--- config.mk ---
export PLATFORM = sky130hd
export DESIGN_NAME = flash_cmd_emu
export DESIGN_NICKNAME = d
export VERILOG_FILES = /design/src/rtl/flash_emu_pkg.sv /design/src/rtl/flash_emu_sync.sv /design/src/rtl/flash_emu_secreg.sv /design/src/rtl/flash_emu_timer.sv /design/src/rtl/flash_emu_fsm.sv /design/src/rtl/flash_cmd_emu.sv
export SDC_FILE = /design/constraint.sdc
export NUM_CORES = 1
export LEC_CHECK = 0
export ABC_AREA = 0
export BUFFER_PORTS_ARGS = -buffer_cell sky130_fd_sc_hd__buf_2
export CAP_MARGIN = 20
export CORE_MARGIN = 4
export CORE_UTILIZATION = 40
export CTS_CLUSTER_DIAMETER = 80
export DETAILED_ROUTE_END_ITERATION = 7
export PLACE_DENSITY = 0.65
export SLEW_MARGIN = 20
export SYNTH_ARGS = -nofsm -noshare
export SYNTH_HDL_FRONTEND = slang
export SYNTH_SLANG_ARGS = --single-unit
--- constraint.sdc ---
create_clock -name clk -period 3.12 [get_ports clk]
set_input_delay 0 -clock clk [delete_from_list [all_inputs] [get_ports clk]]
set_output_delay 0 -clock clk [all_outputs]
set_load 0.005 [all_outputs]
--- src/rtl/flash_emu_pkg.sv ---
`timescale 1ns/1ps
package flash_emu_pkg;

    typedef enum logic [3:0] {
        ST_IDLE,
        ST_OPCODE,
        ST_DUMMY,
        ST_SECOUT,
        ST_FILL,
        ST_STATUS,
        ST_ADDR,
        ST_ARMED,
        ST_IGNORE
    } emu_state_t;

    localparam logic [7:0] OP_SEC_READ = 8'h77;
    localparam logic [7:0] OP_XFER_B1  = 8'h53;
    localparam logic [7:0] OP_XFER_B2  = 8'h55;
    localparam logic [7:0] OP_STATUS   = 8'hD7;

endpackage

--- src/rtl/flash_emu_sync.sv ---
`timescale 1ns/1ps
module flash_emu_sync #(
    parameter int STAGES = 2
) (
    input  logic clk,
    input  logic rst_n,
    input  logic sck,
    input  logic cs_n,
    input  logic si,
    output logic sck_rise,
    output logic sck_fall,
    output logic cs_act,
    output logic cs_rise,
    output logic si_s
);

    logic [STAGES:0] sck_p;
    logic [STAGES:0] csn_p;
    logic [STAGES-1:0] si_p;

    always_ff @(posedge clk or negedge rst_n) begin
        if (!rst_n) begin
            sck_p <= '0;
            csn_p <= '1;
            si_p  <= '0;
        end else begin
            sck_p <= {sck_p[STAGES-1:0], sck};
            csn_p <= {csn_p[STAGES-1:0], cs_n};
            si_p  <= {si_p[STAGES-2:0], si};
        end
    end

    assign sck_rise = sck_p[STAGES-1] & ~sck_p[STAGES];
    assign sck_fall = ~sck_p[STAGES-1] & sck_p[STAGES];
    assign cs_act   = ~csn_p[STAGES-1];
    assign cs_rise  = csn_p[STAGES-1] & ~csn_p[STAGES];
    assign si_s     = si_p[STAGES-1];

endmodule

--- src/rtl/flash_emu_secreg.sv ---
`timescale 1ns/1ps
module flash_emu_secreg #(
    parameter int         SEC_BYTES = 16,
    parameter int         IDX_W     = 4,
    parameter logic [7:0] SEC_SEED  = 8'hA5,
    parameter logic [7:0] SEC_STEP  = 8'h1D
) (
    input  logic [IDX_W-1:0] idx,
    output logic [7:0]       rdata
);

    logic [7:0] regs [SEC_BYTES];

    for (genvar g = 0; g < SEC_BYTES; g++) begin : g_byte
        localparam logic [7:0] K = 8'(g);
        assign regs[g] = SEC_SEED + K * SEC_STEP;
    end

    always_comb begin
        if (32'(idx) < SEC_BYTES) rdata = regs[idx];
        else                      rdata = 8'h00;
    end

endmodule

--- src/rtl/flash_emu_timer.sv ---
`timescale 1ns/1ps
module flash_emu_timer #(
    parameter int BUSY_CYCLES = 400
) (
    input  logic clk,
    input  logic rst_n,
    input  logic start,
    output logic busy
);

    localparam int CW = $clog2(BUSY_CYCLES + 1);

    logic [CW-1:0] remain;

    always_ff @(posedge clk or negedge rst_n) begin
        if (!rst_n)              remain <= '0;
        else if (start)          remain <= CW'(BUSY_CYCLES);
        else if (remain != '0)   remain <= remain - CW'(1);
    end

    assign busy = (remain != '0);


    start_busy_chk: assert property (@(posedge clk) disable iff (!rst_n)
        start |=> busy);


    busy_bound_chk: assert property (@(posedge clk) disable iff (!rst_n)
        32'(remain) <= BUSY_CYCLES);

endmodule

--- src/rtl/flash_emu_fsm.sv ---
`timescale 1ns/1ps
module flash_emu_fsm
    import flash_emu_pkg::*;
#(
    parameter int         SEC_BYTES   = 16,
    parameter int         IDX_W       = 4,
    parameter int         DUMMY_BYTES = 3,
    parameter int         ADDR_BITS   = 24,
    parameter int         PAGE_W      = 13,
    parameter logic [7:0] FILL_BYTE   = 8'hFF,
    parameter logic [6:0] STAT_LOW    = 7'h34
) (
    input  logic              clk,
    input  logic              rst_n,
    input  logic              sck_rise,
    input  logic              sck_fall,
    input  logic              cs_act,
    input  logic              cs_rise,
    input  logic              si_s,
    input  logic              bin_mode,
    input  logic              busy,
    input  logic [7:0]        sec_rdata,
    output logic [IDX_W-1:0]  sec_idx,
    output logic              so,
    output logic              so_en,
    output logic              start,
    output logic [PAGE_W-1:0] page_addr,
    output logic              page_buf
);

    localparam int DUMMY_BITS = DUMMY_BYTES * 8;
    localparam int RX_MAX     = (DUMMY_BITS > ADDR_BITS) ? DUMMY_BITS : ADDR_BITS;
    localparam int CNT_W      = $clog2(RX_MAX + 1);
    localparam int STD_LSB    = ADDR_BITS - 1 - PAGE_W;
    localparam int BIN_LSB    = ADDR_BITS - 2 - PAGE_W;
    localparam logic [IDX_W-1:0] LAST_IDX = IDX_W'(SEC_BYTES - 1);

    emu_state_t state, nxt;

    logic [CNT_W-1:0]     bit_cnt;
    logic [ADDR_BITS-2:0] rx_sr;
    logic [ADDR_BITS-1:0] rx_word;
    logic [7:0]           rx_op;
    logic [2:0]           tx_cnt;
    logic [7:0]           tx_sr;
    logic [7:0]           tx_byte;
    logic                 so_r;
    logic                 out_state;
    logic                 tx_load;
    logic [IDX_W-1:0]     byte_idx;
    logic                 pend_buf;
    logic [PAGE_W-1:0]    pend_page;
    logic [PAGE_W-1:0]    page_q;
    logic                 buf_q;
    logic                 start_q;

    assign rx_word   = {rx_sr, si_s};
    assign rx_op     = rx_word[7:0];
    assign out_state = (state == ST_SECOUT) || (state == ST_FILL) || (state == ST_STATUS);
    assign tx_load   = out_state && sck_fall && (tx_cnt == 3'd0);
    assign sec_idx   = byte_idx;

    // next-state logic
    always_comb begin
        nxt = state;
        unique case (state)
            ST_IDLE:   if (cs_act) nxt = ST_OPCODE;
            ST_OPCODE: begin
                if (sck_rise && bit_cnt == CNT_W'(7)) begin
                    case (rx_op)
                        OP_SEC_READ: nxt = ST_DUMMY;
                        OP_XFER_B1:  nxt = ST_ADDR;
                        OP_XFER_B2:  nxt = ST_ADDR;
                        OP_STATUS:   nxt = ST_STATUS;
                        default:     nxt = ST_IGNORE;
                    endcase
                end
            end
            ST_DUMMY:  if (sck_rise && bit_cnt == CNT_W'(DUMMY_BITS - 1)) nxt = ST_SECOUT;
            ST_SECOUT: if (tx_load && byte_idx == LAST_IDX) nxt = ST_FILL;
            ST_ADDR:   if (sck_rise && bit_cnt == CNT_W'(ADDR_BITS - 1)) nxt = ST_ARMED;
            ST_FILL, ST_STATUS, ST_ARMED, ST_IGNORE: nxt = state;
            default:   nxt = ST_IDLE;
        endcase
        if (!cs_act) nxt = ST_IDLE;
    end

    // state register
    always_ff @(posedge clk or negedge rst_n) begin
        if (!rst_n) state <= ST_IDLE;
        else        state <= nxt;
    end

    // receive datapath and transfer capture
    always_ff @(posedge clk or negedge rst_n) begin
        if (!rst_n) begin
            bit_cnt   <= '0;
            rx_sr     <= '0;
            pend_buf  <= 1'b0;
            pend_page <= '0;
            page_q    <= '0;
            buf_q     <= 1'b0;
            start_q   <= 1'b0;
        end else begin
            if (state != nxt)  bit_cnt <= '0;
            else if (sck_rise) bit_cnt <= bit_cnt + CNT_W'(1);
            if (sck_rise) rx_sr <= rx_word[ADDR_BITS-2:0];
            if (state == ST_OPCODE && nxt == ST_ADDR)
                pend_buf <= (rx_op == OP_XFER_B2);
            if (state == ST_ADDR && nxt == ST_ARMED)
                pend_page <= bin_mode ? rx_word[BIN_LSB +: PAGE_W]
                                      : rx_word[STD_LSB +: PAGE_W];
            start_q <= cs_rise && (state == ST_ARMED);
            if (cs_rise && state == ST_ARMED) begin
                page_q <= pend_page;
                buf_q  <= pend_buf;
            end
        end
    end

    // transmit byte source
    always_comb begin
        unique case (state)
            ST_SECOUT: tx_byte = sec_rdata;
            ST_STATUS: tx_byte = {~busy, STAT_LOW};
            default:   tx_byte = FILL_BYTE;
        endcase
    end

    // transmit shifter
    always_ff @(posedge clk or negedge rst_n) begin
        if (!rst_n) begin
            tx_cnt   <= '0;
            tx_sr    <= '0;
            so_r     <= 1'b0;
            byte_idx <= '0;
        end else if (state == ST_IDLE) begin
            tx_cnt   <= '0;
            tx_sr    <= '0;
            so_r     <= 1'b0;
            byte_idx <= '0;
        end else if (tx_load) begin
            so_r   <= tx_byte[7];
            tx_sr  <= {tx_byte[6:0], 1'b0};
            tx_cnt <= 3'd7;
            if (state == ST_SECOUT && byte_idx != LAST_IDX)
                byte_idx <= byte_idx + IDX_W'(1);
        end else if (out_state && sck_fall) begin
            so_r   <= tx_sr[7];
            tx_sr  <= {tx_sr[6:0], 1'b0};
            tx_cnt <= tx_cnt - 3'd1;
        end
    end

    // outputs
    always_comb begin
        unique case (state)
            ST_SECOUT, ST_FILL, ST_STATUS: so_en = 1'b1;
            default:                       so_en = 1'b0;
        endcase
    end

    assign so        = so_r;
    assign start     = start_q;
    assign page_addr = page_q;
    assign page_buf  = buf_q;


    cs_release_chk: assert property (@(posedge clk) disable iff (!rst_n)
        cs_rise |=> !so_en);


    arm_only_chk: assert property (@(posedge clk) disable iff (!rst_n)
        start_q |-> ($past(state) == ST_ARMED));


    ignore_hold_chk: assert property (@(posedge clk) disable iff (!rst_n)
        (state == ST_IGNORE) |=> (state == ST_IGNORE || state == ST_IDLE));


    idx_bound_chk: assert property (@(posedge clk) disable iff (!rst_n)
        byte_idx <= LAST_IDX);

endmodule

--- src/rtl/flash_cmd_emu.sv ---
`timescale 1ns/1ps
module flash_cmd_emu #(
    parameter int         SEC_BYTES   = 16,
    parameter logic [7:0] SEC_SEED    = 8'hA5,
    parameter logic [7:0] SEC_STEP    = 8'h1D,
    parameter logic [7:0] FILL_BYTE   = 8'hFF,
    parameter logic [6:0] STAT_LOW    = 7'h34,
    parameter int         BUSY_CYCLES = 400,
    parameter int         DUMMY_BYTES = 3,
    parameter int         ADDR_BITS   = 24,
    parameter int         PAGE_W      = 13,
    parameter int         SYNC_STAGES = 2
) (
    input  logic              clk,
    input  logic              rst_n,
    input  logic              sck,
    input  logic              cs_n,
    input  logic              si,
    input  logic              bin_mode,
    output logic              so,
    output logic              so_en,
    output logic              rdy,
    output logic [PAGE_W-1:0] page_addr,
    output logic              page_buf
);

    localparam int IDX_W = (SEC_BYTES > 1) ? $clog2(SEC_BYTES) : 1;

    logic             sck_rise, sck_fall, cs_act, cs_rise, si_s;
    logic             busy, start;
    logic [IDX_W-1:0] sec_idx;
    logic [7:0]       sec_rdata;

    flash_emu_sync #(.STAGES(SYNC_STAGES)) u_sync (
        .clk      (clk),
        .rst_n    (rst_n),
        .sck      (sck),
        .cs_n     (cs_n),
        .si       (si),
        .sck_rise (sck_rise),
        .sck_fall (sck_fall),
        .cs_act   (cs_act),
        .cs_rise  (cs_rise),
        .si_s     (si_s)
    );

    flash_emu_secreg #(
        .SEC_BYTES (SEC_BYTES),
        .IDX_W     (IDX_W),
        .SEC_SEED  (SEC_SEED),
        .SEC_STEP  (SEC_STEP)
    ) u_secreg (
        .idx   (sec_idx),
        .rdata (sec_rdata)
    );

    flash_emu_timer #(.BUSY_CYCLES(BUSY_CYCLES)) u_timer (
        .clk   (clk),
        .rst_n (rst_n),
        .start (start),
        .busy  (busy)
    );

    flash_emu_fsm #(
        .SEC_BYTES   (SEC_BYTES),
        .IDX_W       (IDX_W),
        .DUMMY_BYTES (DUMMY_BYTES),
        .ADDR_BITS   (ADDR_BITS),
        .PAGE_W      (PAGE_W),
        .FILL_BYTE   (FILL_BYTE),
        .STAT_LOW    (STAT_LOW)
    ) u_fsm (
        .clk       (clk),
        .rst_n     (rst_n),
        .sck_rise  (sck_rise),
        .sck_fall  (sck_fall),
        .cs_act    (cs_act),
        .cs_rise   (cs_rise),
        .si_s      (si_s),
        .bin_mode  (bin_mode),
        .busy      (busy),
        .sec_rdata (sec_rdata),
        .sec_idx   (sec_idx),
        .so        (so),
        .so_en     (so_en),
        .start     (start),
        .page_addr (page_addr),
        .page_buf  (page_buf)
    );

    assign rdy = ~busy;

endmodule

==> flow_summary.toml <==
[global_routing]
overflow = 0
antenna_found_initial = 0
grt_pass1_wl_um = 13800
grt_max_degree = 71
grt_usage_pct = 13.3
grt_pass1_vias = 2926

[sta]
period_share_pct = 86.2
tns_ns = 0
worst_slew_pin_slew_ns = 0.868
period_minus_slack_ns = 2.69
hold_violations = 0
skew_ns = 0.00609
finalMaxSlewViolations = 0
slew_headroom_pct = 42.1
setup_violations = 0
rsz0062_at_grt = "false"
fmax_mhz = 372

[clock_network]
h-tree-depth = 3
cts_buffers = 9
clkTransAtPathRegs_ns = 0.09
clock_latency_ns = 0.36
ctsResizeCount = 0
tritoncts = "built"
clockBufferDepth = 2
numClockSinks = 92
ctsRootBufferMaster = "clkbuf_8"

[synthesis]
netlist_area_um2 = 4450
yosysMostFrequentCell = "dfrtp_1"
synth_top_area_share_pct = 50.1
yosysWarnings = 0
syn_inst = 388
yosysSeqAreaShare_pct = 51.9
synth_edf_count = 0
synth_area_leaders = "dfrtp_1 (50%), mux2_2 (14%), ha_1 (2.8%), nor2_1 (2.6%), a21oi_1 (2.0%)"
yosysTopAreaCell = "dfrtp_1"
yosys-top-cells-count = "dfrtp_1 (89), mux2_2 (56), nor2_1 (31), a21oi_1 (18), nand2_1 (17)"
syn-num-nets = 404
ys_ff_latch = 92
synthArstFlopShare_pct = 100
ys.flop_type = "dfrtp_1"
syn_area_per_cell_um2 = 11.5
synth_cell_types = 51

[worst_setup_path]
critPathKind = "reg -> reg"
crit_fanout = 9
r2r_slack_ns = 0.43
cp-end-kind = "register"
cpPeakStageDelay_ns = 0.54
cp-start-kind = "register"
rr_worst_depth = 7
cp.arrival_ns = 2.94
r2r-end = "u_fsm.bit_cnt[0]$_DFFE_PN0P_"
worstPathCellList = "ha_1, and3_1, a31oi_1, a21oi_1, nor4b_2, mux2_2, nor4_1"
cpMaxStageDelayCell = "dfrtp_1"
timing.rr.start = "u_fsm.sec_idx[0]$_DFFE_PN0P_"
crit_required_ns = 3.37

[drt]
dr.pass1.iters = 4
viasPerCell = 5.24
vias = 2911
totalWireLength_um = 7980
dr.first_iter.drc_count = 168
wl_per_cell_um = 14.4
drcViolationCount = 0
antenna_left = 0

[power]
pwr-share-seq_pct = 56.0
p_sw_mw = 0.646
peakVddDrop_mv = 0.351
p_int_mw = 1.85
leakage_nw = 2.35
power_mw = 2.49
combPwrFrac_pct = 11.0
clock_power_share_pct = 32.9
switching_share_pct = 25.9
powerDensity_nw_per_um2 = 503

[placed_design]
placed_cells = 536
gp_congestion = 0.843
dpl.hpwl_um = 5400
port_buffers = 22

[worst_hold_path]
min_path_cells = 3
hp-start = "bin_mode"
hold_end = "u_fsm.pend_page[7]$_DFFE_PN0P_"
holdCritPathClass = "in -> reg"

[die]
die_x_um = 113
initial_utilization_pct = 41.0
core_area_um2 = 10800
rows = 38
dieArea_um2 = 12900
fp.dieH_um = 113
num_io_pins = 23

[final_layout]
drive_gt1_share_pct = 28.1
utilization_pct = 45.7
fin_cells = 556
nets = 427
area_delta_synth_final_pct = 11.4
antenna_cells = 0

[flow_run]
maxCapViolCount = 0

[outcome]
outcome = "finished, final reports clean"
==> placed cells by master, fill, tap and decap left out, drive strengths merged, types with 4 or more instances in the layout <==
cell,count
xor2,8
o21ai,14
buf,29
nor3,10
dlygate4sd3,4
ha,10
o211ai,4
nand3,11
o22ai,8
nor2b,8
nor2,31
inv,15
dfrtp,89
a21oi,19
clkbuf,10
nand2,17
nor4,8
mux2,63
xnor2,7
nand4,4
==> power groups by stage <==
stage / Sequential (mW) / Combinational, mW / Clock, mW
after floorplan: 1.36 / 0.250 / 0
after global placement: 1.41 / 0.267 / 0
after detailed placement: 1.42 / 0.276 / 0
after CTS: 1.40 / 0.281 / 0.860
after global routing: 1.41 / 0.308 / 0.902
final: 1.40 / 0.275 / 0.821
==> kinds of logic (layout without fill, tap and decap cells) <==
| logic type | Yosys count | after routing | synth area share [%] |
|---|---|---|---|
| xor gates and xnor gates | 15 | 15 | 2.95 |
| AOI/OAI and AO/OA | 61 | 61 | 8.36 |
| and+or+nand+nor | 111 | 111 | 14.5 |
| buffers and inverters | 34 | 62 | 3.10 |
| DFF | 92 | 92 | 51.9 |
| adders and majority gates | 10 | 10 | 2.81 |
| muxes | 65 | 65 | 16.4 |
==> registers in the layout (all words and copies together) (netlist names), 4 cells and up <==
register / cells
u_fsm.pend_page: 13
u_fsm.rx_sr: 22
u_fsm.sec_idx: 4
u_fsm.tx_sr: 7
u_fsm.page_addr: 13
u_fsm.state: 4
u_fsm.bit_cnt: 5
u_timer.remain: 9
==> layout make-up <==
| cell class | count | area [um^2] |
|---|---|---|
| Multi-Input combinational cell | 262 | 2010 |
| Sequential cell | 92 | 2310 |
| Clock inverter | 6 | 70.1 |
| Fill cell | 996 | 5890 |
| Tap cell | 140 | 175 |
| Clock buffer | 10 | 138 |
| Inverter | 13 | 48.8 |
| Timing Repair Buffer | 33 | 205 |
==> what timing repair did <==
action                                 in CTS  in global routing
endpoints found under the hold margin      72                  0
hold buffers                                4                  0
buffers inserted                            0                  0
==> worst max-delay path: cells and delay by family (launching register included) <==
kind | cells | cell delay (ns)
and+or+nand+nor | 3 | 1.05
DFF | 1 | 0.54
muxes | 1 | 0.45
AOI/OAI and AO/OA | 2 | 0.29
adders and majority gates | 1 | 0.25
==> metrics by stage <==
stage	cell area (um^2)	hold slack, ns	worst slack, ns
global route	4950	0.243	0.287
detailed placement	4710	0.110	0.468
global placement	4710	0.110	0.542
finish	4950	0.230	0.430
floorplan	4450	-0.296	0.740
CTS	4950	0.218	0.443
==> worst max path at each step <==
| stage | startpoint | endpoint |
|---|---|---|
| floorplan | u_fsm.state[3]$_DFF_PN0_ | u_fsm.pend_buf$_DFFE_PN0P_ |
| detailed placement | u_fsm.sec_idx[0]$_DFFE_PN0P_ | u_fsm.bit_cnt[0]$_DFFE_PN0P_ |
| global route | u_fsm.bit_cnt[0]$_DFFE_PN0P_ | u_fsm.pend_page[1]$_DFFE_PN0P_ |
| finish | u_fsm.sec_idx[0]$_DFFE_PN0P_ | u_fsm.bit_cnt[0]$_DFFE_PN0P_ |
| CTS | u_fsm.sec_idx[0]$_DFFE_PN0P_ | u_fsm.bit_cnt[0]$_DFFE_PN0P_ |
| global placement | u_fsm.state[3]$_DFF_PN0_ | u_fsm.pend_buf$_DFFE_PN0P_ |
==> per-layer routing <==
| metal | global-route usage [%] | share of wire [%] | up-vias |
|---|---|---|---|
| li1 | - | - | 1424 |
| met1 | 17.1 | 47 | 1433 |
| met2 | 21.5 | 47 | 44 |
| met3 | 3.93 | 4.2 | 10 |
| met4 | 4.49 | 1.7 | 0 |
| met5 | 0 | 0 | - |
(Power assumes the default switching activity.)
